===== config.mk =====
export PLATFORM = sky130hd
export DESIGN_NAME = pgmask_resolver
export DESIGN_NICKNAME = d
export VERILOG_FILES = /design/src/rtl/pgm_pkg.sv /design/src/rtl/pgm_table.sv /design/src/rtl/pgm_flood_sel.sv /design/src/rtl/pgm_combine.sv /design/src/rtl/pgmask_resolver.sv
export SDC_FILE = /design/constraint.sdc
export NUM_CORES = 2
export LEC_CHECK = 0
export BUFFER_PORTS_ARGS = -buffer_cell sky130_fd_sc_hd__buf_2
export CORE_AREA = 4 4 334 271
export DETAILED_ROUTE_END_ITERATION = 10
export DIE_AREA = 0 0 338 275
export GPL_TIMING_DRIVEN = 0
export PLACE_DENSITY = 0.84
export SYNTH_ARGS = -nofsm -noshare
export SYNTH_HDL_FRONTEND = slang
export SYNTH_SLANG_ARGS = --single-unit

===== constraint.sdc =====
create_clock -name clk -period 7.2 [get_ports clk]
set_input_delay 1.44 -clock clk [delete_from_list [all_inputs] [get_ports clk]]
set_output_delay 1.44 -clock clk [all_outputs]
set_load 0.01 [all_outputs]

===== src/rtl/pgm_pkg.sv =====
// Package: shared definitions for the port-group egress mask resolver.
// Assumes: frame class is a 2-bit code, and code 3 is handled as broadcast.
package pgm_pkg;

    typedef enum logic [1:0] {
        CLS_UCAST  = 2'd0,
        CLS_MCAST  = 2'd1,
        CLS_BCAST  = 2'd2,
        CLS_BCAST2 = 2'd3
    } frame_class_e;

    // Flood register selectors (low address bits of a flood write).
    localparam logic [1:0] FLOOD_SEL_UC = 2'd0;
    localparam logic [1:0] FLOOD_SEL_MC = 2'd1;
    localparam logic [1:0] FLOOD_SEL_BC = 2'd2;

endpackage


===== src/rtl/pgm_table.sv =====
// Module: pgm_table
// Register file of port-group masks. It has one synchronous write port and
// RD_PORTS combinational read ports.
// Assumes: a read index at or above ENTRIES returns zero, and a read on the
// same edge as a write sees the value held before that edge.
module pgm_table #(
    parameter int ENTRIES  = 91,
    parameter int IDX_W    = 7,
    parameter int DATA_W   = 12,
    parameter int RD_PORTS = 3
) (
    input  logic              clk,
    input  logic              rst_n,
    input  logic              wr_en,
    input  logic [IDX_W-1:0]  wr_idx,
    input  logic [DATA_W-1:0] wr_data,
    input  logic [IDX_W-1:0]  rd_idx  [RD_PORTS],
    output logic [DATA_W-1:0] rd_data [RD_PORTS]
);

    logic [DATA_W-1:0] mem [ENTRIES];

    // Clear every entry on reset; otherwise update the addressed entry.
    always_ff @(posedge clk) begin
        for (int e = 0; e < ENTRIES; e++) begin
            if (!rst_n) begin
                mem[e] <= '0;
            end else if (wr_en && (wr_idx == IDX_W'(e))) begin
                mem[e] <= wr_data;
            end
        end
    end

    for (genvar p = 0; p < RD_PORTS; p++) begin : g_rd
        // Read port p: the stored entry, or zero when the index is out of range.
        always_comb begin
            rd_data[p] = '0;
            if (rd_idx[p] < IDX_W'(ENTRIES)) begin
                rd_data[p] = mem[rd_idx[p]];
            end
        end
    end

endmodule


===== src/rtl/pgm_flood_sel.sv =====
// Module: pgm_flood_sel
// Holds the three flood-index registers and picks the destination index:
// the MAC-table index on a hit, or the flood index for the class on a miss.
// Assumes: a write with selector 3 is dropped, and class 3 floods as broadcast.
module pgm_flood_sel
    import pgm_pkg::*;
#(
    parameter int DEST_W = 6
) (
    input  logic              clk,
    input  logic              rst_n,
    input  logic              wr_en,
    input  logic [1:0]        wr_sel,
    input  logic [DEST_W-1:0] wr_idx,
    input  logic              hit,
    input  logic [DEST_W-1:0] hit_idx,
    input  frame_class_e      cls,
    output logic [DEST_W-1:0] dest_idx
);

    logic [DEST_W-1:0] uc_idx;
    logic [DEST_W-1:0] mc_idx;
    logic [DEST_W-1:0] bc_idx;

    // Load the flood register named by the write selector.
    always_ff @(posedge clk) begin
        if (!rst_n) begin
            uc_idx <= '0;
            mc_idx <= '0;
            bc_idx <= '0;
        end else if (wr_en) begin
            case (wr_sel)
                FLOOD_SEL_UC: uc_idx <= wr_idx;
                FLOOD_SEL_MC: mc_idx <= wr_idx;
                FLOOD_SEL_BC: bc_idx <= wr_idx;
                default: ;
            endcase
        end
    end

    // Choose the hit index, or the flood index for the class on a miss.
    always_comb begin
        if (hit) begin
            dest_idx = hit_idx;
        end else begin
            case (cls)
                CLS_UCAST: dest_idx = uc_idx;
                CLS_MCAST: dest_idx = mc_idx;
                default:   dest_idx = bc_idx;
            endcase
        end
    end

endmodule


===== src/rtl/pgm_combine.sv =====
// Module: pgm_combine
// ANDs N_IN port-group masks and clears the ingress port bit.
// Assumes: src_ok is low for an ingress port that has no source entry;
// the result is then forced to zero.
module pgm_combine #(
    parameter int MASK_W = 12,
    parameter int PORT_W = 4,
    parameter int N_IN   = 3
) (
    input  logic [MASK_W-1:0] masks [N_IN],
    input  logic [PORT_W-1:0] src,
    input  logic              src_ok,
    output logic [MASK_W-1:0] result
);

    logic [MASK_W-1:0] acc [N_IN+1];
    logic [MASK_W-1:0] ingress_bit;

    assign acc[0] = '1;

    for (genvar g = 0; g < N_IN; g++) begin : g_and
        assign acc[g+1] = acc[g] & masks[g];
    end

    // Build the ingress bit, then remove it from the ANDed set.
    always_comb begin
        ingress_bit = MASK_W'(1) << src;
        result      = src_ok ? (acc[N_IN] & ~ingress_bit) : '0;
    end

endmodule


===== src/rtl/pgmask_resolver.sv =====
// Module: pgmask_resolver (top)
// Two-stage egress mask resolver. Stage 1 registers the resolved destination
// index, the aggregation code and the ingress port. Stage 2 reads the table
// three times, ANDs the entries and registers the mask.
// Assumes: CFG_ADDR_W > table index width; the address MSB selects the flood
// registers.
module pgmask_resolver
    import pgm_pkg::*;
#(
    parameter  int NUM_PORTS  = 11,
    parameter  int LAC_W      = 4,
    parameter  int DEST_W     = 6,
    parameter  int PORT_W     = 4,
    parameter  int CFG_ADDR_W = 8,
    localparam int MASK_W     = NUM_PORTS + 1
) (
    input  logic                  clk,
    input  logic                  rst_n,
    input  logic                  cfg_we,
    input  logic [CFG_ADDR_W-1:0] cfg_addr,
    input  logic [MASK_W-1:0]     cfg_wdata,
    input  logic                  req_valid,
    output logic                  req_ready,
    input  logic                  req_hit,
    input  logic [DEST_W-1:0]     req_dest_idx,
    input  logic [1:0]            req_class,
    input  logic [LAC_W-1:0]      req_lac,
    input  logic [PORT_W-1:0]     req_src,
    output logic                  rsp_valid,
    input  logic                  rsp_ready,
    output logic [MASK_W-1:0]     rsp_mask
);

    localparam int DEST_N    = 1 << DEST_W;
    localparam int AGGR_N    = 1 << LAC_W;
    localparam int AGGR_BASE = DEST_N;
    localparam int SRC_BASE  = AGGR_BASE + AGGR_N;
    localparam int TBL_N     = SRC_BASE + NUM_PORTS;
    localparam int TBL_IDX_W = $clog2(TBL_N);
    localparam int N_LOOKUP  = 3;

    // Stage 1 state
    logic              s1_valid;
    logic [DEST_W-1:0] s1_dest;
    logic [LAC_W-1:0]  s1_lac;
    logic [PORT_W-1:0] s1_src;
    logic              s1_src_ok;

    // Stage 2 side state
    logic [PORT_W-1:0] s2_src;
    logic              s2_src_ok;

    logic              adv1;
    logic              adv2;
    logic [DEST_W-1:0] sel_dest;
    logic              tbl_we;
    logic              flood_we;
    logic [TBL_IDX_W-1:0] rd_idx  [N_LOOKUP];
    logic [MASK_W-1:0]    rd_data [N_LOOKUP];
    logic [MASK_W-1:0]    comb_mask;

    // Handshake: each stage moves when the stage after it can take data.
    always_comb begin
        adv2      = !rsp_valid || rsp_ready;
        adv1      = !s1_valid || adv2;
        req_ready = adv1;
    end

    // Decode configuration writes into table and flood register strobes.
    always_comb begin
        flood_we = cfg_we && cfg_addr[CFG_ADDR_W-1];
        tbl_we   = cfg_we && (cfg_addr < CFG_ADDR_W'(TBL_N));
    end

    pgm_flood_sel #(
        .DEST_W (DEST_W)
    ) u_flood (
        .clk      (clk),
        .rst_n    (rst_n),
        .wr_en    (flood_we),
        .wr_sel   (cfg_addr[1:0]),
        .wr_idx   (cfg_wdata[DEST_W-1:0]),
        .hit      (req_hit),
        .hit_idx  (req_dest_idx),
        .cls      (frame_class_e'(req_class)),
        .dest_idx (sel_dest)
    );

    // Stage 1: capture the resolved indices of an accepted descriptor.
    always_ff @(posedge clk) begin
        if (!rst_n) begin
            s1_valid  <= 1'b0;
            s1_dest   <= '0;
            s1_lac    <= '0;
            s1_src    <= '0;
            s1_src_ok <= 1'b0;
        end else if (adv1) begin
            s1_valid <= req_valid;
            if (req_valid) begin
                s1_dest   <= sel_dest;
                s1_lac    <= req_lac;
                s1_src    <= req_src;
                s1_src_ok <= (req_src < PORT_W'(NUM_PORTS));
            end
        end
    end

    // Table read addresses for the three lookups.
    always_comb begin
        rd_idx[0] = TBL_IDX_W'(s1_dest);
        rd_idx[1] = TBL_IDX_W'(AGGR_BASE) + TBL_IDX_W'(s1_lac);
        rd_idx[2] = TBL_IDX_W'(SRC_BASE) + TBL_IDX_W'(s1_src);
    end

    pgm_table #(
        .ENTRIES  (TBL_N),
        .IDX_W    (TBL_IDX_W),
        .DATA_W   (MASK_W),
        .RD_PORTS (N_LOOKUP)
    ) u_tbl (
        .clk     (clk),
        .rst_n   (rst_n),
        .wr_en   (tbl_we),
        .wr_idx  (cfg_addr[TBL_IDX_W-1:0]),
        .wr_data (cfg_wdata),
        .rd_idx  (rd_idx),
        .rd_data (rd_data)
    );

    pgm_combine #(
        .MASK_W (MASK_W),
        .PORT_W (PORT_W),
        .N_IN   (N_LOOKUP)
    ) u_comb (
        .masks  (rd_data),
        .src    (s1_src),
        .src_ok (s1_src_ok),
        .result (comb_mask)
    );

    // Stage 2: register the final mask when the output slot is free.
    always_ff @(posedge clk) begin
        if (!rst_n) begin
            rsp_valid <= 1'b0;
            rsp_mask  <= '0;
            s2_src    <= '0;
            s2_src_ok <= 1'b0;
        end else if (adv2) begin
            rsp_valid <= s1_valid;
            if (s1_valid) begin
                rsp_mask  <= comb_mask;
                s2_src    <= s1_src;
                s2_src_ok <= s1_src_ok;
            end
        end
    end

endmodule


=== After elaboration in Yosys (flattened, before gate mapping) ===
Memory sizes are Yosys's and may differ from the RTL's. A register that Yosys moved wholly into a read port is not among the register bits.
Index checks and enable logic that the tools add are counted.

* Bits in writable memories: 1092
* Register bits: 47
* Bits of input ports: 42
* Memories: 1
* Output and inout bits: 14

{| class="wikitable"
|+ Memory list
! name !! depth !! bits a word !! rd ports !! clocked after Yosys merged registers in !! write ports !! RTL line !! text
|-
| u_tbl.mem || 91 || 12 || 3 || 1 || 91 || pgm_table.sv:21 || <nowiki>logic [DATA_W-1:0] mem [ENTRIES];</nowiki>
|}

* Magnitude comparators: 5
* Equal/unequal tests: 93
* Mux-type cells: 373
* Bitwise gates (word level): 95
* $add $sub $neg: 2
* Shifts and indexed selects: 1
* Reductions and logical operators: 105

{| class="wikitable"
|+ Operator list
! kind !! count
|-
| $mux W12 || 95
|-
| $mux W1 || 274
|-
| $eq A7 B6 Y1 const B || 32
|-
| $eq A7 B7 Y1 const B || 27
|-
| $eq A7 B5 Y1 const B || 16
|-
| $logic_and A1 B1 Y1 || 93
|-
| $or A1 B1 Y1 || 91
|-
| $eq A7 B4 Y1 const B || 8
|-
| $and A12 B12 Y12 || 3
|-
| $eq A7 B3 Y1 const B || 4
|-
| $add A7 B4 Y7 const A || 2
|-
| $eq A7 B2 Y1 const B || 2
|-
| $lt A7 B7 Y1 const B || 2
|-
| $mux W7 || 2
|-
| $not A12 Y12 || 1
|-
| $pmux W6 S2 || 1
|-
| $shl A1 B4 Y12 const A || 1
|-
| $reduce_and A2 Y1 || 5
|-
| $lt A8 B7 Y1 const B || 1
|-
| $eq A7 B1 Y1 const B || 1
|-
| $logic_not A7 Y1 || 1
|-
| $lt A6 B7 Y1 const B || 1
|-
| $mux W6 || 1
|-
| $eq A2 B1 Y1 const B || 2
|-
| 5 further kinds || 8
|}

=== Logic depth before layout (Yosys ltp) ===
* Depth in word-level cells: 7
* Gate-level depth with buffers: 9
* Gate-level depth less buffers: 5

=== By module ===
From an unflattened synthesis, not the netlist that was laid out.

* Cells, all modules: 5283
* Area total of the unflattened synthesis: 71089.4 um^2

{| class="wikitable"
|+ By module, submodules not included
! module !! area an instance (um^2) !! cells an instance !! instances !! sequential area each (um^2)
|-
| pgm_table || 68799.7 || 5020 || 1 || 32791.4
|-
| pgmask_resolver || 1222.4 || 136 || 1 || 580.6
|-
| pgm_flood_sel || 868.3 || 94 || 1 || 360.3
|-
| pgm_combine || 198.9 || 33 || 1 || 0.0
|}

=== Least setup slack after synthesis ===
No wires, ideal clock.

* Path type: input to register
* Start: input cfg_addr[6]
* End: memory u_tbl.mem[16][0] (enable)
* Stages on the path: 5
* Setup slack: 3.502 ns
* Buffers on the path: 3
* Arrival time: 3.300 ns
* Required time: 6.802 ns
* Path through: clkbuf_1 -> or3b_2 -> clkbuf_1 -> clkbuf_1 -> o21ai_0

{| class="wikitable"
|+ RTL lines
! what !! RTL line !! text
|-
| from (decl) || pgmask_resolver.sv:20 || <nowiki>input logic [CFG_ADDR_W-1:0] cfg_addr,</nowiki>
|-
| to (decl) || pgm_table.sv:21 ||
|}

==> impl_results.md <==
* Starting density of the core at 59.6%
* Minimum clock period at 4.84 ns
* Synthesized netlist net count at 3530
* Critical path arrival at 5.41 ns
* Setup bufs post-CTS at 0
* Distinct cells, synth at 51
* Die area at 0.0930 sq mm
* Largest family of logic cells by synthesized area: simple AND/OR/NAND/NOR gates
* Grt met1 use at 46.8%
* Number of synthesized flops with an enable pin at 1089
* Post-route cell area at 0.0579 sq mm
* CTS clock-pin slew for the worst setup and hold paths at 0.06 ns
* Final hold vios at 0
* Cell taking the most area after synthesis: edfxtp_1
* Core outline area at 0.0870 sq mm
* Fmax at 0.207 GHz
* Xor-xnor portion of the synthesized cell area at 0%
* Detail Route Antenna Nets at 0
* PortBufs at 38
* Crit-path max FO at 10
* Post-synth ARST share at 0%
* Syn Inst Count at 3488
* Row count at 97
* Synth Area in Adders at 0%
* CTS max path bufs at 3
* Setup_tns at 0 ns
* Worst Hold End: rsp_mask[10]
* RD Place Congestion at 1.04
* Layout Area Growth over Synthesis at 11.5%
* Syn. warnings at 0
* Clk_skew at 0.0474 ns
* HPWL after detailed placement at 113000 um
* Die height at 275 um
* Multiplexer share of the synthesized area at 13.0%
* Power Dens Cells at 255 mW/mm^2
* Clock Sinks at 1142
* CTS tree: done
* Ranking of synthesized cells by area: edfxtp_1 63%, and2_1 13%, mux4_2 12%, clkbuf_1 2.2%, dfxtp_1 2.0%
* Finished Layout Cells at 4961
* HP Start: rsp_mask[10]
* R2r endpoint: rsp_mask[8]
* Placed cell count at 4755
* Kind of end point of the critical path: flop
* Max Slew Vio Count at 11
* RSZ-0062 raised after global routing: no
* Drc violations at 0
* 1st-iter DRT viols at 6111
* Remaining global-route overflow at 0
* Mapped Area at 0.0519 sq mm
* Global routing usage on met2 at 49.1%
* CP required at 7.77 ns
* Sequential area share after synthesis at 65.1%
* Routed Wire Length at 159000 um
* Failing checks: capacitance limit, slew limit
* GRT Total Usage at 34.5%
* DRT Pass-1 Iters at 8
* Worst-margin pin slew at 1.60 ns
* Hold Crit Class: flop to flop
* Vias in the first global route at 32600
* R2R Setup Slk at 2.36 ns
* Synth top area share at 63.0%
* CTS Hold Bufs at 0
* Synth Register Bits at 1142
* Crit share post-route at 67.2%
* Post-synthesis compound-gate area fraction at 3.73%
* Global-route wire length before repair at 226000 um
* Rel. slew slack at -6.92%
* Vias after detailed routing at 33600
* Top-count cell post-synth: and2_1
* Cell Area, Placed at 0.0543 sq mm
* Clk_lat worst skew at 0.73 ns
* I/O pins at 56
* Pre-CTS setup slack at 1.89 ns
* GRT Max-Usage Layer: met2
* Startpoint Class: flop
* CTS resizes at 0
* Outcome: complete, but fails checks
* Max VDD drop at 0.000242 V
* Wire length per cell at 32.0 um
* DR vias/cell at 6.77
* Cts bufs inserted at 108
* GRT met3 Usage at 14.1%
* Final Setup Violations at 0
* Simple-gate portion of the synthesized area at 15.4%
* Hold depth at 2
* Syn avg cell area at 14.9 sq um
* FF-to-FF path depth at 8
* Max-cap violation count at 1
* Largest net degree at the start of global routing at 17
* Initial antenna violation count at 12
* Share of post-route cells with drive strength above 1 at 15.7%
* Final nets at 3769
* H-Tree Depth at 3
* Worst Setup Path Type: flop to flop
* Top FF cell, synth: edfxtp_1
* Root Buffer: clkbuf_16
* Top post-synthesis cells by count: 1094 x and2_1, 1089 x edfxtp_1, 301 x clkbuf_1, 265 x mux4_2, 106 x o21ai_0
* Post-route setup slack at 2.36 ns
* Die Wd at 338 um
* Leak at 0.0197 uW
-- cells in the final DEF, fill, tap and decap left out, types with 9 or more instances in the layout --
cell type | Yosys | routed
a21boi_0 | 9 | 9
a21oi_1 | 60 | 60
a22oi_1 | 96 | 96
and2_1 | 1094 | 1094
buf_1 | 19 | 19
buf_2 | 29 | 67
buf_4 | 3 | 56
buf_6 | 6 | 44
bufinv_16 | 0 | 9
clkbuf_1 | 301 | 327
clkbuf_16 | 0 | 108
clkinv_1 | 0 | 16
clkinv_2 | 0 | 22
dfxtp_1 | 53 | 53
edfxtp_1 | 1089 | 1089
mux2i_1 | 48 | 48
mux4_1 | 10 | 10
mux4_2 | 265 | 265
nand2_1 | 78 | 78
nor2_1 | 103 | 103
nor2b_1 | 24 | 24
o21ai_0 | 106 | 15
o21ai_1 | 4 | 95
-- worst max-delay path: stages, from the launching register on --
cell,delay [ns]
dfxtp_1,0.50
buf_2,0.45
buf_2,0.46
clkbuf_1,1.04
mux4_2,0.45
a22oi_1,0.52
a21oi_1,0.15
nor4_1,0.92
o21ai_1,0.16
-- power breakdown --
part           internal, uW  total [uW]  switching, uW
combinational           439        1320            880
sequential             7580        7690            109
clock                  3180        5760           2580
-- state kept, by name (all words and copies together) (netlist names), named ones only --
register	count
u_tbl.mem	1089
rsp_mask	12
s1_dest	6
u_flood.bc_idx	6
u_flood.mc_idx	6
u_flood.uc_idx	6
s1_lac	4
s1_src	4
rsp_valid	1
s1_src_ok	1
s1_valid	1
-- metal layers --
layer  up-vias  part of all wire, %
li1      13300                    -
met1     16500                   34
met2      3210                   43
met3       586                   17
met4        12                  5.9
met5         -                 0.12
-- worst max-delay path by stage --
stage                  endpoint  slack [ns]  cells after the start
6_report            rsp_mask[8]        2.36                      8
5_1_grt        u_tbl.mem[26][7]        2.47                      6
4_1_cts        u_tbl.mem[26][7]        2.62                      6
3_5_place_dp   u_tbl.mem[26][9]        1.89                      6
3_3_place_gp   u_tbl.mem[40][5]        1.48                      5
2_1_floorplan  u_tbl.mem[16][0]        3.50                      5
-- logic make-up (layout without fill, tap and decap cells) --
logic type             count (synthesis)  in the layout
flip-flops                          1142           1142
buffers and inverters                365            695
other                                  0              5
multiplexers                         325            325
AND/OR/NAND/NOR                     1346           1346
AO/OA/AOI/OAI                        310            310
-- area by class of cell --
type / count / area, sq um
Multi-Input combinational cell: 1981 / 16700
Clock inverter: 60 / 628
Inverter: 7 / 26.3
Sequential cell: 1142 / 33800
Clock buffer: 141 / 2900
Antenna cell: 5 / 12.5
Fill cell: 5660 / 29200
Timing Repair Buffer: 129 / 1020
Tap cell: 1138 / 1420
Buffer: 358 / 1440
-- through the flow --
stage                     hold slack [ns]  total power (uW)  util, %
after floorplan                     0.465              8460        -
after global placement              0.454              8980     61.5
after CTS                           0.469             14600     66.5
after global routing                0.490             15100     66.5
after detailed placement            0.461              9060     62.4
final                               0.470             14800     66.5
Power figures use the tool's default switching activity.
